### src/rtl/blk_xlat_pkg.sv
package blk_xlat_pkg;
  localparam int unsigned AW     = 32;
  localparam int unsigned BLK_LO = 17;
  localparam int unsigned BASE_W = AW - BLK_LO;
  localparam int unsigned LEN_W  = 11;

  typedef struct packed {
    logic [BASE_W-1:0] ebase;
    logic [3:0]        rsv;
    logic [LEN_W-1:0]  blen;
    logic              sv;
    logic              uv;
  } ent_hi_t;

  typedef struct packed {
    logic [BASE_W-1:0] pbase;
    logic [9:0]        rsv;
    logic [3:0]        wimg;
    logic              rsv2;
    logic [1:0]        pp;
  } ent_lo_t;
endpackage

### src/rtl/blk_xlat_regs.sv
module blk_xlat_regs
  import blk_xlat_pkg::*;
#(
  parameter int unsigned N_ENT = 8,
  localparam int unsigned IDX_W = $clog2(N_ENT)
) (
  input  logic             clk_i,
  input  logic             rst_ni,
  input  logic             we_i,
  input  logic             sel_hi_i,
  input  logic [IDX_W-1:0] idx_i,
  input  logic [AW-1:0]    wdata_i,
  output ent_hi_t          hi_o [N_ENT],
  output ent_lo_t          lo_o [N_ENT]
);
  for (genvar i = 0; i < N_ENT; i++) begin : g_ent
    always_ff @(posedge clk_i or negedge rst_ni) begin
      if (!rst_ni) begin
        hi_o[i] <= '0;
        lo_o[i] <= '0;
      end else if (we_i && idx_i == IDX_W'(i)) begin
        if (sel_hi_i) hi_o[i] <= ent_hi_t'(wdata_i);
        else          lo_o[i] <= ent_lo_t'(wdata_i);
      end
    end
  end

  AST_WR_HI_LANDS: assert property (@(posedge clk_i) disable iff (!rst_ni)
    we_i && sel_hi_i |=> hi_o[$past(idx_i)] == ent_hi_t'($past(wdata_i)));
  AST_WR_LO_LANDS: assert property (@(posedge clk_i) disable iff (!rst_ni)
    we_i && !sel_hi_i |=> lo_o[$past(idx_i)] == ent_lo_t'($past(wdata_i)));
endmodule

### src/rtl/blk_xlat_match.sv
module blk_xlat_match
  import blk_xlat_pkg::*;
(
  input  ent_hi_t       hi_i,
  input  ent_lo_t       lo_i,
  input  logic [AW-1:0] addr_i,
  input  logic          user_i,
  output logic          match_o,
  output logic [AW-1:0] paddr_o,
  output logic [3:0]    wimg_o
);
  logic [AW-1:0] mask;
  logic          en;

  assign mask    = {4'hF, ~hi_i.blen, {BLK_LO{1'b0}}};
  assign en      = user_i ? hi_i.uv : hi_i.sv;
  assign match_o = en && ((addr_i & mask) == {hi_i.ebase, {BLK_LO{1'b0}}});
  assign paddr_o = (addr_i & ~mask) | ({lo_i.pbase, {BLK_LO{1'b0}}} & mask);
  assign wimg_o  = lo_i.wimg;
endmodule

### src/rtl/blk_xlat_prio.sv
module blk_xlat_prio #(
  parameter int unsigned N_ENT = 8
) (
  input  logic             clk_i,
  input  logic             rst_ni,
  input  logic [N_ENT-1:0] match_i,
  output logic [N_ENT-1:0] grant_o,
  output logic             any_o
);
  always_comb begin
    grant_o = '0;
    for (int i = N_ENT - 1; i >= 0; i--)
      if (match_i[i]) grant_o = N_ENT'(1) << i;
  end
  assign any_o = |match_i;

  AST_GRANT_ONEHOT: assert property (@(posedge clk_i) disable iff (!rst_ni)
    $onehot0(grant_o));
  AST_GRANT_LOWEST: assert property (@(posedge clk_i) disable iff (!rst_ni)
    match_i[0] |-> grant_o[0]);
  AST_GRANT_PRESENT: assert property (@(posedge clk_i) disable iff (!rst_ni)
    any_o |-> (grant_o & match_i) != '0);
endmodule

### src/rtl/blk_xlat_unit.sv
module blk_xlat_unit
  import blk_xlat_pkg::*;
#(
  parameter int unsigned N_ENT = 8,
  localparam int unsigned IDX_W = $clog2(N_ENT)
) (
  input  logic             clk_i,
  input  logic             rst_ni,
  input  logic             cfg_we_i,
  input  logic             cfg_sel_hi_i,
  input  logic [IDX_W-1:0] cfg_idx_i,
  input  logic [31:0]      cfg_wdata_i,
  input  logic             req_vld_i,
  input  logic [31:0]      req_addr_i,
  input  logic             xlat_en_i,
  input  logic             priv_user_i,
  output logic             rsp_vld_o,
  output logic [31:0]      rsp_addr_o,
  output logic             rsp_hit_o,
  output logic             rsp_miss_o,
  output logic [3:0]       rsp_wimg_o
);
  ent_hi_t          hi_q [N_ENT];
  ent_lo_t          lo_q [N_ENT];
  logic [N_ENT-1:0] match, grant;
  logic             any;
  logic [AW-1:0]    paddr [N_ENT];
  logic [3:0]       wimg  [N_ENT];
  logic [AW-1:0]    sel_addr;
  logic [3:0]       sel_wimg;

  blk_xlat_regs #(.N_ENT(N_ENT)) u_regs (
    .clk_i, .rst_ni,
    .we_i(cfg_we_i), .sel_hi_i(cfg_sel_hi_i), .idx_i(cfg_idx_i),
    .wdata_i(cfg_wdata_i), .hi_o(hi_q), .lo_o(lo_q)
  );

  for (genvar i = 0; i < N_ENT; i++) begin : g_match
    blk_xlat_match u_match (
      .hi_i(hi_q[i]), .lo_i(lo_q[i]), .addr_i(req_addr_i), .user_i(priv_user_i),
      .match_o(match[i]), .paddr_o(paddr[i]), .wimg_o(wimg[i])
    );
  end

  blk_xlat_prio #(.N_ENT(N_ENT)) u_prio (
    .clk_i, .rst_ni, .match_i(match), .grant_o(grant), .any_o(any)
  );

  always_comb begin
    sel_addr = '0;
    sel_wimg = '0;
    for (int i = 0; i < N_ENT; i++) begin
      sel_addr |= paddr[i] & {AW{grant[i]}};
      sel_wimg |= wimg[i] & {4{grant[i]}};
    end
  end

  always_ff @(posedge clk_i or negedge rst_ni) begin
    if (!rst_ni) begin
      rsp_vld_o  <= 1'b0;
      rsp_addr_o <= '0;
      rsp_hit_o  <= 1'b0;
      rsp_miss_o <= 1'b0;
      rsp_wimg_o <= '0;
    end else begin
      rsp_vld_o  <= req_vld_i;
      rsp_hit_o  <= 1'b0;
      rsp_miss_o <= 1'b0;
      if (req_vld_i) begin
        if (!xlat_en_i) begin
          rsp_addr_o <= req_addr_i;
          rsp_hit_o  <= 1'b1;
          rsp_wimg_o <= '0;
        end else if (any) begin
          rsp_addr_o <= sel_addr;
          rsp_hit_o  <= 1'b1;
          rsp_wimg_o <= sel_wimg;
        end else begin
          rsp_addr_o <= req_addr_i;
          rsp_miss_o <= 1'b1;
          rsp_wimg_o <= '0;
        end
      end
    end
  end

  AST_OFF_PASSTHRU: assert property (@(posedge clk_i) disable iff (!rst_ni)
    req_vld_i && !xlat_en_i |=> rsp_hit_o && !rsp_miss_o && rsp_addr_o == $past(req_addr_i));
  AST_MISS_PASSTHRU: assert property (@(posedge clk_i) disable iff (!rst_ni)
    req_vld_i && xlat_en_i && match == '0 |=> rsp_miss_o && rsp_addr_o == $past(req_addr_i) && rsp_wimg_o == '0);
  AST_RSP_VLD: assert property (@(posedge clk_i) disable iff (!rst_ni)
    req_vld_i |=> rsp_vld_o);
  AST_IDLE_QUIET: assert property (@(posedge clk_i) disable iff (!rst_ni)
    !req_vld_i |=> !rsp_hit_o && !rsp_miss_o);
  AST_HIT_MISS_EXCL: assert property (@(posedge clk_i) disable iff (!rst_ni)
    !(rsp_hit_o && rsp_miss_o));
endmodule

### config.mk
export PLATFORM = sky130hd
export DESIGN_NAME = blk_xlat_unit
export DESIGN_NICKNAME = d
export VERILOG_FILES = /design/src/rtl/blk_xlat_pkg.sv /design/src/rtl/blk_xlat_regs.sv /design/src/rtl/blk_xlat_match.sv /design/src/rtl/blk_xlat_prio.sv /design/src/rtl/blk_xlat_unit.sv
export SDC_FILE = /design/constraint.sdc
export NUM_CORES = 1
export LEC_CHECK = 0
export BUFFER_PORTS_ARGS = -buffer_cell sky130_fd_sc_hd__buf_2
export CAP_MARGIN = 25
export CELL_PAD_IN_SITES_DETAIL_PLACEMENT = 0
export CELL_PAD_IN_SITES_GLOBAL_PLACEMENT = 1
export CORE_ASPECT_RATIO = 1.1
export CORE_UTILIZATION = 40
export CTS_CLUSTER_SIZE = 12
export DETAILED_ROUTE_END_ITERATION = 8
export GPL_TIMING_DRIVEN = 0
export PLACE_DENSITY_LB_ADDON = 0.1
export SETUP_SLACK_MARGIN = 0.5
export SYNTH_ARGS = -nofsm -noshare
export SYNTH_HDL_FRONTEND = slang
export SYNTH_HIERARCHICAL = 1
export SYNTH_SLANG_ARGS = --single-unit
### constraint.sdc
create_clock -name clk_i -period 5.8 [get_ports clk_i]
set_input_delay 0.29 -clock clk_i [delete_from_list [all_inputs] [get_ports clk_i]]
set_output_delay 0.29 -clock clk_i [all_outputs]
set_load 0.03 [all_outputs]
Word-level counts from Yosys, hierarchy flattened:

Cells that the tools add are included.

* output and inout port bits: 39
* memories: 0
* bits in latches: 0
* bits in writable memories: 0
* logic and storage cells: 207
* register bits after elaboration: 415
* ROM bits: 0

* div/mod/pow operators: 0
* shifts and indexed selects: 0
* equality and inequality tests: 15
* reductions and logical operators: 34
* add/subtract/negate cells: 0
* magnitude comparators: 0
* bitwise logic cells: 79
* multiply operators: 0
* multiplexer cells: 26

Operator list (number)
* AND 32 bit: 32
* OR 32 bit: 15
* == test 32 bit: 8
* NOT 32 bit: 8
* NOT 11 bit: 8
* two-way mux 32 bit: 2
* two-way mux 8 bit: 8
* AND 4 bit: 8
* AND reduction 2 bit: 16
* OR 4 bit: 7
* logical AND 1 bit: 16
* two-way mux 1 bit: 14
* == test 3 bit (second input constant): 4
* two-way mux 4 bit: 2
* OR reduction 8 bit: 1
* == test 3 x 2 -> 1 bit (second input constant): 2
* == test 3 x 1 -> 1 bit (second input constant): 1
* zero test 3 bit: 1
* NOT 1 bit: 1

Longest topological paths before layout:

Gate-level depths: netlist (run 1).

* word-level depth: 22
* gate-level depth with buffers: 11

Cells and area by module:

The synthesis (run 1) kept the hierarchy.

By module, submodules not included
* blk_xlat_regs: area each 19256.0 um2, instances 1, sequential area each 12812.3 um2, cells each 1137
* blk_xlat_match: area each 563.0 um2, instances 8, sequential area each 0.0 um2, cells each 69
* blk_xlat_unit: area each 3616.0 um2, instances 1, sequential area each 975.9 um2, cells each 344
* blk_xlat_prio: area each 101.3 um2, instances 1, sequential area each 0.0 um2, cells each 12

Worst setup path after synthesis (run 1):

OpenSTA, ideal clock, no wires.

* path type: register to register
* from: register u_regs/hi_o[234] (netlist bit)
* to: register rsp_addr_o[10]
* required time: 5.669 ns
* slack: 3.387 ns
* data arrival time: 2.282 ns
* library setup time: 0.131 ns
* stages on the path, launching flop included: 12
* cell sequence: dfrtp_1 -> nor2b_1 -> xnor2_1 -> nand4_1 -> nor4_2 -> nor4_4 -> and3_2 -> buf_6 -> buf_6 -> a22o_1 -> a221oi_2 -> a31oi_1

* elaborated cells on any way between the ends: 23
* those cells by class: 1 x eq/ne; 3 x mux; 17 x bitwise; 2 x reduce/logical

RTL lines
* start, declared: line blk_xlat_regs.sv:13 `output ent_hi_t hi_o [N_ENT],`
* start signal, assigned by index: line blk_xlat_regs.sv:22 `if (sel_hi_i) hi_o[i] <= ent_hi_t'(wdata_i);`
* NOT 11 bit: line blk_xlat_match.sv:15 `assign mask = {4'hF, ~hi_i.blen, {BLK_LO{1'b0}}};`
* AND 32 bit: line blk_xlat_match.sv:17 `assign match_o = en && ((addr_i & mask) == {hi_i.ebase, {BLK_LO{1'b0}}});`
* == test 32 bit: line blk_xlat_match.sv:17
* logical AND 1 bit: line blk_xlat_match.sv:17
* net match[0]: line blk_xlat_unit.sv:25 `logic [N_ENT-1:0] match, grant;`
* two-way mux 8 bit: line blk_xlat_prio.sv:13 `if (match_i[i]) grant_o = N_ENT'(1) << i;`
* net grant[6]: line blk_xlat_unit.sv:25
* AND 32 bit: line blk_xlat_unit.sv:53 `sel_addr |= paddr[i] & {AW{grant[i]}};`
* OR 32 bit (2 in a row): line blk_xlat_unit.sv:53
* two-way mux 32 bit: line blk_xlat_unit.sv:74 `end else if (any) begin`
* two-way mux 32 bit: line blk_xlat_unit.sv:70 `if (!xlat_en_i) begin`
* end signal, assigned: line blk_xlat_unit.sv:71 `rsp_addr_o <= req_addr_i;`
* end signal, assigned: line blk_xlat_unit.sv:75 `rsp_addr_o <= sel_addr;`
* end signal, assigned: line blk_xlat_unit.sv:79 `rsp_addr_o <= req_addr_i;`
* end, declared: line blk_xlat_unit.sv:18 `output logic [31:0] rsp_addr_o,`

The timed path passes the listed nets, and every way through them passes these cells.
A chain may end at the register's enable or synchronous reset.

Worst setup path after layout (run 1):

* from: register u_regs/hi_o[228] (netlist bit)
* to: register rsp_addr_o[27]

* elaborated cells on any way between the ends: 23
* those cells by class: 1 x eq/ne; 3 x mux; 17 x bitwise; 2 x reduce/logical

RTL lines (line)
* NOT 11 bit: blk_xlat_match.sv:15
* AND 32 bit: blk_xlat_match.sv:17
* == test 32 bit: blk_xlat_match.sv:17
* logical AND 1 bit: blk_xlat_match.sv:17
* net match[0]: blk_xlat_unit.sv:25
* two-way mux 8 bit: blk_xlat_prio.sv:13
* net grant[5]: blk_xlat_unit.sv:25
* AND 32 bit: blk_xlat_unit.sv:53
* OR 32 bit (3 in a row): blk_xlat_unit.sv:53
* two-way mux 32 bit: blk_xlat_unit.sv:74
* two-way mux 32 bit: blk_xlat_unit.sv:70

The timed path passes the listed nets, and every way through them passes these cells.

==> results of run 1 <==
[metrics by stage]
stage	worst slack [ns]	std cells	cell area [sq um]	hold WS (ns)
2_1_floorplan	3.387	1769	22490	-0.005591
3_3_place_gp	-4.424	2611	23940	0.4180
3_5_place_dp	2.072	2615	24060	0.3642
4_1_cts	2.323	2708	25700	0.002060
5_1_grt	2.192	2709	25700	0.01934
6_report	2.293	2711	25700	0.03369
[registers in the layout (all words and copies together) (netlist names)]
register	flops
u_regs/lo_o	152
rsp_wimg_o	4
u_regs/hi_o	224
rsp_hit_o	1
rsp_vld_o	1
rsp_miss_o	1
rsp_addr_o	32
[routing by layer]
metal  vias up  part of all wire  track usage
li1       6522                 -            -
met1      7298              0.45       0.3152
met2       268              0.49       0.4057
met3        99             0.031      0.03119
met4         8             0.029      0.08341
met5         -           0.00069            0
[power by group]
part	total (mW)	internal (mW)	switching, mW
Clock	3.08	1.83	1.24
Combinational	1.87	1.08	0.792
Sequential	3.93	3.53	0.395
[area by class of cell]
| cell class | count | share of cell area |
|---|---|---|
| inverter | 5 | 0.0007301 |
| antenna | 3 | 0.0002921 |
| timing repair buffer | 116 | 0.02765 |
| sequential | 415 | 0.4040 |
| buffer | 330 | 0.08966 |
| tap | 736 | 0.03583 |
| multi-input combinational | 1019 | 0.3804 |
| clock inverter | 11 | 0.005403 |
| clock buffer | 76 | 0.05603 |
[critical path: cells and delay by family (launching register included)]
| kind | cells | cell delay [ns] |
|---|---|---|
| xor+xnor | 1 | 0.50 |
| simple gates | 5 | 1.33 |
| flops | 1 | 0.38 |
| buf+inv | 2 | 0.51 |
| compound gates | 2 | 0.64 |
[worst min-delay path by stage]
stage,startpoint,to,slack [ns],cells after the start
2_1_floorplan,rst_ni,rsp_addr_o[0],-0.006,0
3_3_place_gp,req_vld_i,rsp_vld_o,0.42,1
4_1_cts,cfg_wdata_i[10],u_regs/hi_o[106],0.002,2
6_report,cfg_wdata_i[8],u_regs/hi_o[72],0.03,2
3_5_place_dp,rst_ni,rsp_addr_o[1],0.36,1
5_1_grt,cfg_wdata_i[10],u_regs/hi_o[74],0.02,2
[cell usage in the layout (no fill, tap or decap), types with 5 or more instances in the layout]
cell type / instances
dfrtp_1: 415
mux2_2: 384
buf_4: 205
buf_2: 170
xnor2_1: 104
nor2b_1: 88
mux2_1: 69
clkbuf_1: 51
clkbuf_16: 51
a221oi_2: 48
a22oi_1: 46
a22o_1: 34
nand2b_1: 34
o22ai_1: 32
a31oi_1: 32
nand4_1: 24
buf_6: 20
mux2_4: 19
nor2_1: 17
a221oi_1: 16
xor2_1: 16
nand3_1: 12
nor4_2: 8
clkbuf_8: 7
dlygate4sd3_1: 6
inv_1: 5
clkinv_2: 5
==> metrics.md, run 1 <==
| Metric | Value |
|---|---|
| Vias | `14200` |
| Num ports | `113` |
| Final HPWL DP | `49.42 mm` |
| Area Overhead vs Synth | `14.31%` |
| Global-route wire length before repair | `99.73 mm` |
| CP Capture Type | `flop` |
| Syn Inst Count | `1769` |
| Power Dens Cells | `345.2 nW/um^2` |
| Leak pwr | `11.12 nW` |
| Final period util | `0.6046` |
| CP max FO | `10` |
| Initial antenna violation count | `6` |
| HP Class | `input port to flop` |
| Skew-Pair Late Insertion Delay | `0.60 ns` |
| H-tree levels | `2` |
| R2R depth | `10` |
| CP Cell Sequence | `nor2b_1, xnor2_1, nand4_1, nor4_2, nor4_4, and3b_2, buf_4, buf_2, a221oi_1, a31oi_1` |
| Max Slew Vio Count | `0` |
| Crit path from | `u_regs/hi_o[228]` |
| Net count, final | `2010` |
| Worst slew pin tran | `0.7938 ns` |
| Area occupied by multi-input gates | `9778 sq um` |
| Yosys warns | `6` |
| RSZ-0062 raised after global routing | `no` |
| IO Port Bufs | `106` |
| Worst vdd ir | `0.2271 mV` |
| Via/cell ratio | `5.236` |
| # rows | `90` |
| Worst rel slew slack | `0.4688` |
| Power consumption | `8.873 mW` |
| Vias in the first global route | `14710` |
| TritonCTS Buffers | `49` |
| Largest net degree at the start of global routing | `116` |
| Max Cap Violations | `0` |
| CTS Hold Buffers Added | `6` |
| Hold Violations, Final | `0` |
| Die width | `228.1 um` |
| Clk buf depth | `3` |
| End of the critical path | `rsp_addr_o[27]` |
| Setup Buffers After CTS | `0` |
| Die area | `57170 sq um` |
| Clk slew on worst S/H paths | `0.06 ns` |
| CTS root buf | `clkbuf_16` |
| Syn nets | `1843` |
| Layout cells sized above 1 | `0.4792` |
| Worst path max stage delay | `0.64 ns` |
| Avg Synthesized Cell Area | `12.71 sq um` |
| Max Clock Skew | `0.01905 ns` |
| Fmax | `285.2 MHz` |
| R2r endpoint | `rsp_addr_o[27]` |
| Period minus WS final | `3.507 ns` |
| Setup TNS | `0 ns` |
| Register area | `10390 sq um` |
| Final Setup Violations | `0` |
| Syn Std Cell Area | `22490 sq um` |
| Startpoint types | `flop` |
| Critical Path AT | `3.97 ns` |
| Core area | `55180 sq um` |
| Clock Sinks | `415` |
| Residual DRC | `0` |
| Antenna Nets Post-Route | `0` |
| Gr usage total | `0.2398` |
| Fillers | `5119` |
| Initial Util | `0.4075` |
| Status | `finished, final reports clean` |
| Slowest-stage cell, CP | `nor4_2` |
| Final core occ | `0.4659` |
| Reg2Reg Launch Point | `u_regs/hi_o[228]` |
| Gp weighted congestion | `0.8170` |
| PostCTS Resize Cnt | `0` |
| Wirelength per Cell | `25.07 um` |
| Critical path class | `flop to flop` |
| Die Y | `250.7 um` |
| 1st-iter DRT viols | `753` |
| R2R Setup Slk | `2.29 ns` |
| Required time of the critical path | `6.27 ns` |
| Routed WL | `67.95 mm` |
| DRT Pass-1 Iters | `5` |
| Grt ovf | `0` |
| CTS tree | `yes` |
No activity file was read; power rests on OpenSTA's default activity.
==> run 2: changes to the inputs <==
ABC_AREA = 1   (was not set)
clock period = 2.9 ns   (was 5.8 ns; I/O delays follow)
==> run 2 against run 1 <==
Compared with the run above:
- worst hold slack better by 0.0089 ns
- via count is 73% higher
- final cell count is 79% higher
- synthesized area is 12% higher
- critical endpoint is now rsp_addr_o[18]
==> metrics.md, run 2 <==
| Metric | Value |
|---|---|
| Status | `finished, final reports clean` |
| Residual DRC | `0` |
| Clock Sinks | `415` |
| CTS tree | `yes` |
| HP Start | `req_addr_i[4]` |
| Power consumption | `18.46 mW` |
| Core area | `62340 sq um` |
| R2R depth | `21` |
| Power Dens Cells | `606.5 nW/um^2` |
| Worst slew pin tran | `1.129 ns` |
| Worst rel slew slack | `0.2472` |
| Slowest-stage cell, CP | `dfrtp_1` |
| Yosys warns | `6` |
| Worst setup margin | `0.3407 ns` |
| Hold Violations, Final | `0` |
| # rows | `96` |
| Critical path class | `flop to flop` |
| Final core occ | `0.4883` |
| Placed cells | `4694` |
| Commonest non-fill, non-tap cell in the layout | `nand2_1` |
| R2r endpoint | `rsp_addr_o[18]` |
| Global-route wire length before repair | `154.9 mm` |
| Largest Register | `u_regs/hi_o` |
| Worst path max stage delay | `0.39 ns` |
| Worst vdd ir | `0.4557 mV` |
| Final HPWL DP | `75.43 mm` |
| Syn Std Cell Area | `25160 sq um` |
| Max Clock Skew | `0.02968 ns` |
| TritonCTS Buffers | `50` |
| CP Capture Type | `flop` |
| Int Power | `12.38 mW` |
| Worst Hold Slack | `0.04256 ns` |
| IO Port Bufs | `80` |
| Fmax | `390.7 MHz` |
| Routed WL | `107.5 mm` |
| Initial antenna violation count | `0` |
| Num ports | `113` |
| Switching Share | `0.3294` |
| Vias | `24520` |
| Clock share of power | `0.360` |
| CTS root buf | `clkbuf_16` |
| Area Overhead vs Synth | `20.96%` |
| Leak pwr | `16.87 nW` |
| Syn Inst Count | `3771` |
| Reg2Reg Launch Point | `u_regs/hi_o[229]` |
| Psw | `6.080 mW` |
| Largest net degree at the start of global routing | `109` |
| Max Cap Violations | `0` |
| Required time of the critical path | `3.40 ns` |
| Max Slew Vio Count | `0` |
| Non-Filler Instances | `4857` |
| HP Class | `input port to flop` |
| Period minus WS final | `2.559 ns` |
| Max FFs per register | `224` |
| Clk slew on worst S/H paths | `0.06 ns` |
| Startpoint types | `flop` |
| Clk buf depth | `3` |
| Placed cell area | `26820 sq um` |
| Comb pwr share | `0.225` |
| Worst hold path depth | `5` |
| R2R Setup Slk | `0.34 ns` |
| RSZ-0062 raised after global routing | `yes` |
| Net count, final | `4057` |
| Sequential power share | `0.416` |
| 1st-iter DRT viols | `2332` |
| Gp weighted congestion | `0.9590` |
| Initial Util | `0.4036` |
| H-tree levels | `2` |
| Vias in the first global route | `23050` |
| Hold Path Sink | `rsp_addr_o[4]` |
| Syn nets | `3845` |
| Layout cells sized above 1 | `0.1949` |
| Skew-Pair Late Insertion Delay | `0.61 ns` |
| Die area | `63920 sq um` |
| Place WS | `-0.8519 ns` |
| Critical Path AT | `3.06 ns` |
| Setup TNS | `0 ns` |
| Commonest non-fill, non-tap cells in the layout | `nand2_1, dfrtp_1, nand3_1` |
| Gr usage total | `0.3370` |
| Final period util | `0.8825` |
| Antenna Nets Post-Route | `0` |
| Wirelength per Cell | `22.14 um` |
| Cell repeated most along the worst path | `nand2_2` |
| Grt ovf | `0` |
| CP Cell Sequence | `inv_1, nand2_2, nand2_2, nand2_1, inv_1, nand2_1, nor2_2, nand2_2, nor2_4, buf_12, nor2_4, nand2_4, inv_2, nand2_4, nand2_4, buf_8, buf_12, a21oi_4, nand3_2, nand2_2, nand2_2` |
| Final Setup Violations | `0` |
| Die Y | `265.1 um` |
| DRT Pass-1 Iters | `5` |
| Post-route cell area | `30440 sq um` |
| Largest regs | `u_regs/hi_o x224, u_regs/lo_o x152, rsp_addr_o x32` |
| Avg Synthesized Cell Area | `6.673 sq um` |
| Via/cell ratio | `5.048` |
| CP max FO | `5` |
| Die width | `241.1 um` |
run 2: layer usage:
metal  up-vias  routed length [um]  global-route usage
met1     11620               47010              0.4697
met2       884               48590              0.5311
li1      11840                   -                   -
met4         0                4080              0.1160
met3       172                7827             0.04971
met5         -                   0                   0
run 2: worst max-delay path by stage:
stage	end	startpoint
2_1_floorplan	rsp_addr_o[0]	u_regs/hi_o[233]
3_3_place_gp	u_regs/hi_o[29]	rst_ni
3_5_place_dp	rsp_addr_o[24]	req_addr_i[25]
4_1_cts	rsp_addr_o[20]	u_regs/hi_o[236]
5_1_grt	rsp_addr_o[18]	u_regs/hi_o[229]
6_report	rsp_addr_o[18]	u_regs/hi_o[229]
run 2: repair_timing:
| action | 4_1_cts | 5_1_grt |
|---|---|---|
| pin swaps | 44 | 76 |
| hold buffers | 27 | 0 |
| setup endpoints to repair | 36 | 36 |
| buffers inserted | 27 | 8 |
| cloned | 4 | 4 |
| resized for setup | 193 | 163 |
| endpoints found under the hold margin | 109 | 0 |
run 2: worst max-delay path: cells and delay by family (launching register included):
| family | cells | cell delay (ns) |
|---|---|---|
| flip-flops | 1 | 0.39 |
| buffers and inverters | 6 | 0.63 |
| AND/OR/NAND/NOR | 14 | 1.23 |
| AO/OA/AOI/OAI | 1 | 0.17 |
run 2: power by group through the flow:
stage | registers, mW | logic [mW] | clock network [mW]
after global routing | 7.82 | 4.65 | 6.98
after CTS | 7.65 | 4.03 | 6.76
after floorplan | 7.62 | 2.57 | 0
after global placement | 7.73 | 3.85 | 0
after detailed placement | 7.75 | 3.93 | 0
final | 7.67 | 4.15 | 6.64
run 2: final cells by class:
type | count | area [sq um]
fillers | 6582 | 31900
multi-input cells | 2585 | 11710
flip-flops and latches | 415 | 10390
plain buffers | 474 | 3065
clock buffers | 75 | 1486
repair buffers | 160 | 1415
inverters | 297 | 1115
well taps | 833 | 1042
clock inverters | 17 | 219.0
diodes | 1 | 2.502
==> run 3: changes to the inputs <==
SETUP_SLACK_MARGIN = 0.1   (was 0.5)
TNS_END_PERCENT = 20   (was not set)
==> run 3 against run 2 <==
Compared with the run above:
- final cell count down 0.78%
- clock skew up 0.0019 ns
- combinational power shrank 3%
- die area did not move
- via count fell by 1.5%
- register-to-register slack worse by 0.13 ns
- critical path type unchanged
- largest cell class unchanged
- largest power group unchanged
- highest routed layer unchanged
==> metrics.md, run 3 (synthesis gave the netlist of run 2 again) <==
| Metric | Value |
|---|---|
| Worst Hold Slack | `0.03526 ns` |
| # rows | `96` |
| Period minus WS final | `2.687 ns` |
| Gp weighted congestion | `0.9590` |
| Max Cap Violations | `0` |
| Status | `finished, final reports clean` |
| Register area | `10390 sq um` |
| Die area | `63920 sq um` |
| CP max FO | `10` |
| R2R depth | `20` |
| Sequential power share | `0.418` |
| Grt ovf | `0` |
| Required time of the critical path | `3.39 ns` |
| End of the critical path | `rsp_addr_o[17]` |
| Initial antenna violation count | `0` |
| IO Port Bufs | `80` |
| Power Dens Cells | `628.5 nW/um^2` |
| Final HPWL DP | `75.43 mm` |
| Placed cells | `4694` |
| Skew-Pair Late Insertion Delay | `0.61 ns` |
| Clk buf depth | `3` |
| Hold Violations, Final | `0` |
| Non-Filler Instances | `4819` |
| Core area | `62340 sq um` |
| Worst path max stage delay | `0.39 ns` |
| H-tree levels | `2` |
| Gr usage total | `0.3346` |
| Reg2Reg Launch Point | `u_regs/hi_o[163]` |
| Routed WL | `105.6 mm` |
| Int Power | `12.34 mW` |
| Antenna Nets Post-Route | `0` |
| Clock Sinks | `415` |
| Startpoint types | `flop` |
| CTS tree | `yes` |
| Commonest non-fill, non-tap cell in the layout | `nand2_1` |
| CP Capture Type | `flop` |
| Fmax | `372.2 MHz` |
| Num ports | `113` |
| Worst vdd ir | `0.4609 mV` |
| Die Y | `265.1 um` |
| Psw | `5.969 mW` |
| Leak pwr | `16.36 nW` |
| Setup TNS | `0 ns` |
| Global-route wire length before repair | `153.7 mm` |
| Residual DRC | `0` |
| Area Overhead vs Synth | `15.79%` |
| Layout cells sized above 1 | `0.1483` |
| Wirelength per Cell | `21.92 um` |
| Clock share of power | `0.362` |
| Crit path from | `u_regs/hi_o[163]` |
| R2R Setup Slk | `0.21 ns` |
| Initial Util | `0.4036` |
| Max Slew Vio Count | `0` |
| Largest regs | `u_regs/hi_o x224, u_regs/lo_o x152, rsp_addr_o x32` |
| Max FFs per register | `224` |
| Via/cell ratio | `5.010` |
| Final period util | `0.9264` |
| Die width | `241.1 um` |
| Worst setup margin | `0.2133 ns` |
| Net count, final | `4019` |
| Commonest non-fill, non-tap cells in the layout | `nand2_1, dfrtp_1, nand3_1` |
| Fillers | `6690` |
| Vias in the first global route | `22800` |
| Worst slew pin tran | `1.138 ns` |
| Slowest-stage cell, CP | `dfrtp_1` |
| Worst rel slew slack | `0.2412` |
| Final Setup Violations | `0` |
| Cell repeated most along the worst path | `nand2_1` |
| Area occupied by multi-input gates | `11080 sq um` |
| RSZ-0062 raised after global routing | `yes` |
| Switching Share | `0.3260` |
| 1st-iter DRT viols | `2507` |
| TritonCTS Buffers | `50` |
| Max Clock Skew | `0.03153 ns` |
| DRT Pass-1 Iters | `7` |
| Largest Register | `u_regs/hi_o` |
| Comb pwr share | `0.219` |
| Vias | `24140` |
| Clk slew on worst S/H paths | `0.06 ns` |
| CTS root buf | `clkbuf_16` |
| Place WS | `-0.8519 ns` |
| R2r endpoint | `rsp_addr_o[17]` |
| HP Class | `input port to flop` |
| Critical Path AT | `3.18 ns` |
| CP Cell Sequence | `inv_1, nand2_1, nand2_1, nand2_1, inv_1, nand2_1, nor2_1, nand2_1, nor2_4, nor2_1, nand2_4, inv_1, nand2_2, nand2_1, buf_6, buf_6, a21oi_2, nand3_1, nand2_1, nand2_1` |
| Largest net degree at the start of global routing | `109` |
| Critical path class | `flop to flop` |
| Power consumption | `18.31 mW` |
-- run 3: changes by cell type in the layout (fill, tap and decap cells not counted), moves of 12 or more --
| cell | before | now |
|---|---|---|
| nor2_1 | 104 | 135 |
| nand2_2 | 62 | 11 |
| nand2_1 | 1674 | 1750 |
| inv_1 | 263 | 290 |
| buf_4 | 245 | 229 |
| inv_2 | 34 | 7 |
| nand2_4 | 24 | 1 |
| nand3_1 | 360 | 372 |
| nor2_4 | 32 | 14 |
| buf_12 | 19 | 2 |
| nor2_2 | 32 | 19 |
-- run 3: cell type report --
cell class,instances,area share
antenna,1,0.00008589
buffer,472,0.09787
clock buffer,75,0.05102
clock inverter,17,0.007515
inverter,297,0.03826
multi-input combinational,2585,0.3801
sequential,415,0.3564
tap,833,0.03577
timing repair buffer,124,0.03290
-- run 3: critical path, delay by kind of cell, from the launching register on --
kind / cells / cell delay (ns)
AOI/OAI and AO/OA: 1 / 0.18
buffers and inverters: 5 / 0.56
and+or+nand+nor: 14 / 1.41
DFF: 1 / 0.39
-- run 3: power groups by stage --
stage / clock network (mW) / registers (mW) / logic (mW)
after floorplan: 0 / 7.62 / 2.57
after global placement: 0 / 7.73 / 3.85
after detailed placement: 0 / 7.75 / 3.93
after CTS: 6.76 / 7.65 / 3.98
after global routing: 6.97 / 7.82 / 4.53
final: 6.63 / 7.66 / 4.01
-- run 3: metal layers --
layer | global-route usage | up-vias | part of all wire
li1 | - | 11770 | -
met1 | 0.4704 | 11370 | 0.44
met2 | 0.5301 | 850 | 0.45
met3 | 0.04691 | 156 | 0.070
met4 | 0.1026 | 0 | 0.034
met5 | 0 | - | 0
-- run 3: worst min path at each step --
stage               depth (start not counted)              to      startpoint
floorplan                                   0   rsp_addr_o[0]          rst_ni
global placement                            1       rsp_vld_o       req_vld_i
detailed placement                          1   rsp_addr_o[7]          rst_ni
CTS                                         5   rsp_addr_o[4]   req_addr_i[4]
global route                                3  u_regs/lo_o[6]  cfg_wdata_i[6]
finish                                      5   rsp_addr_o[4]   req_addr_i[4]
-- run 3: timing repair --
item,CTS,global route
pin swaps,2,17
gates resized for setup,36,57
setup buffers,4,3
endpoints found under the setup margin,34,33
hold endpoints to repair,109,0
hold buffers,27,0
-- run 3: metrics by stage --
stage          instance area [sq um]    util
3_5_place_dp                   26820  0.4302
6_report                       29140  0.4674
4_1_cts                        28970  0.4647
2_1_floorplan                  25160       -
5_1_grt                        29130  0.4673
3_3_place_gp                   26610  0.4268
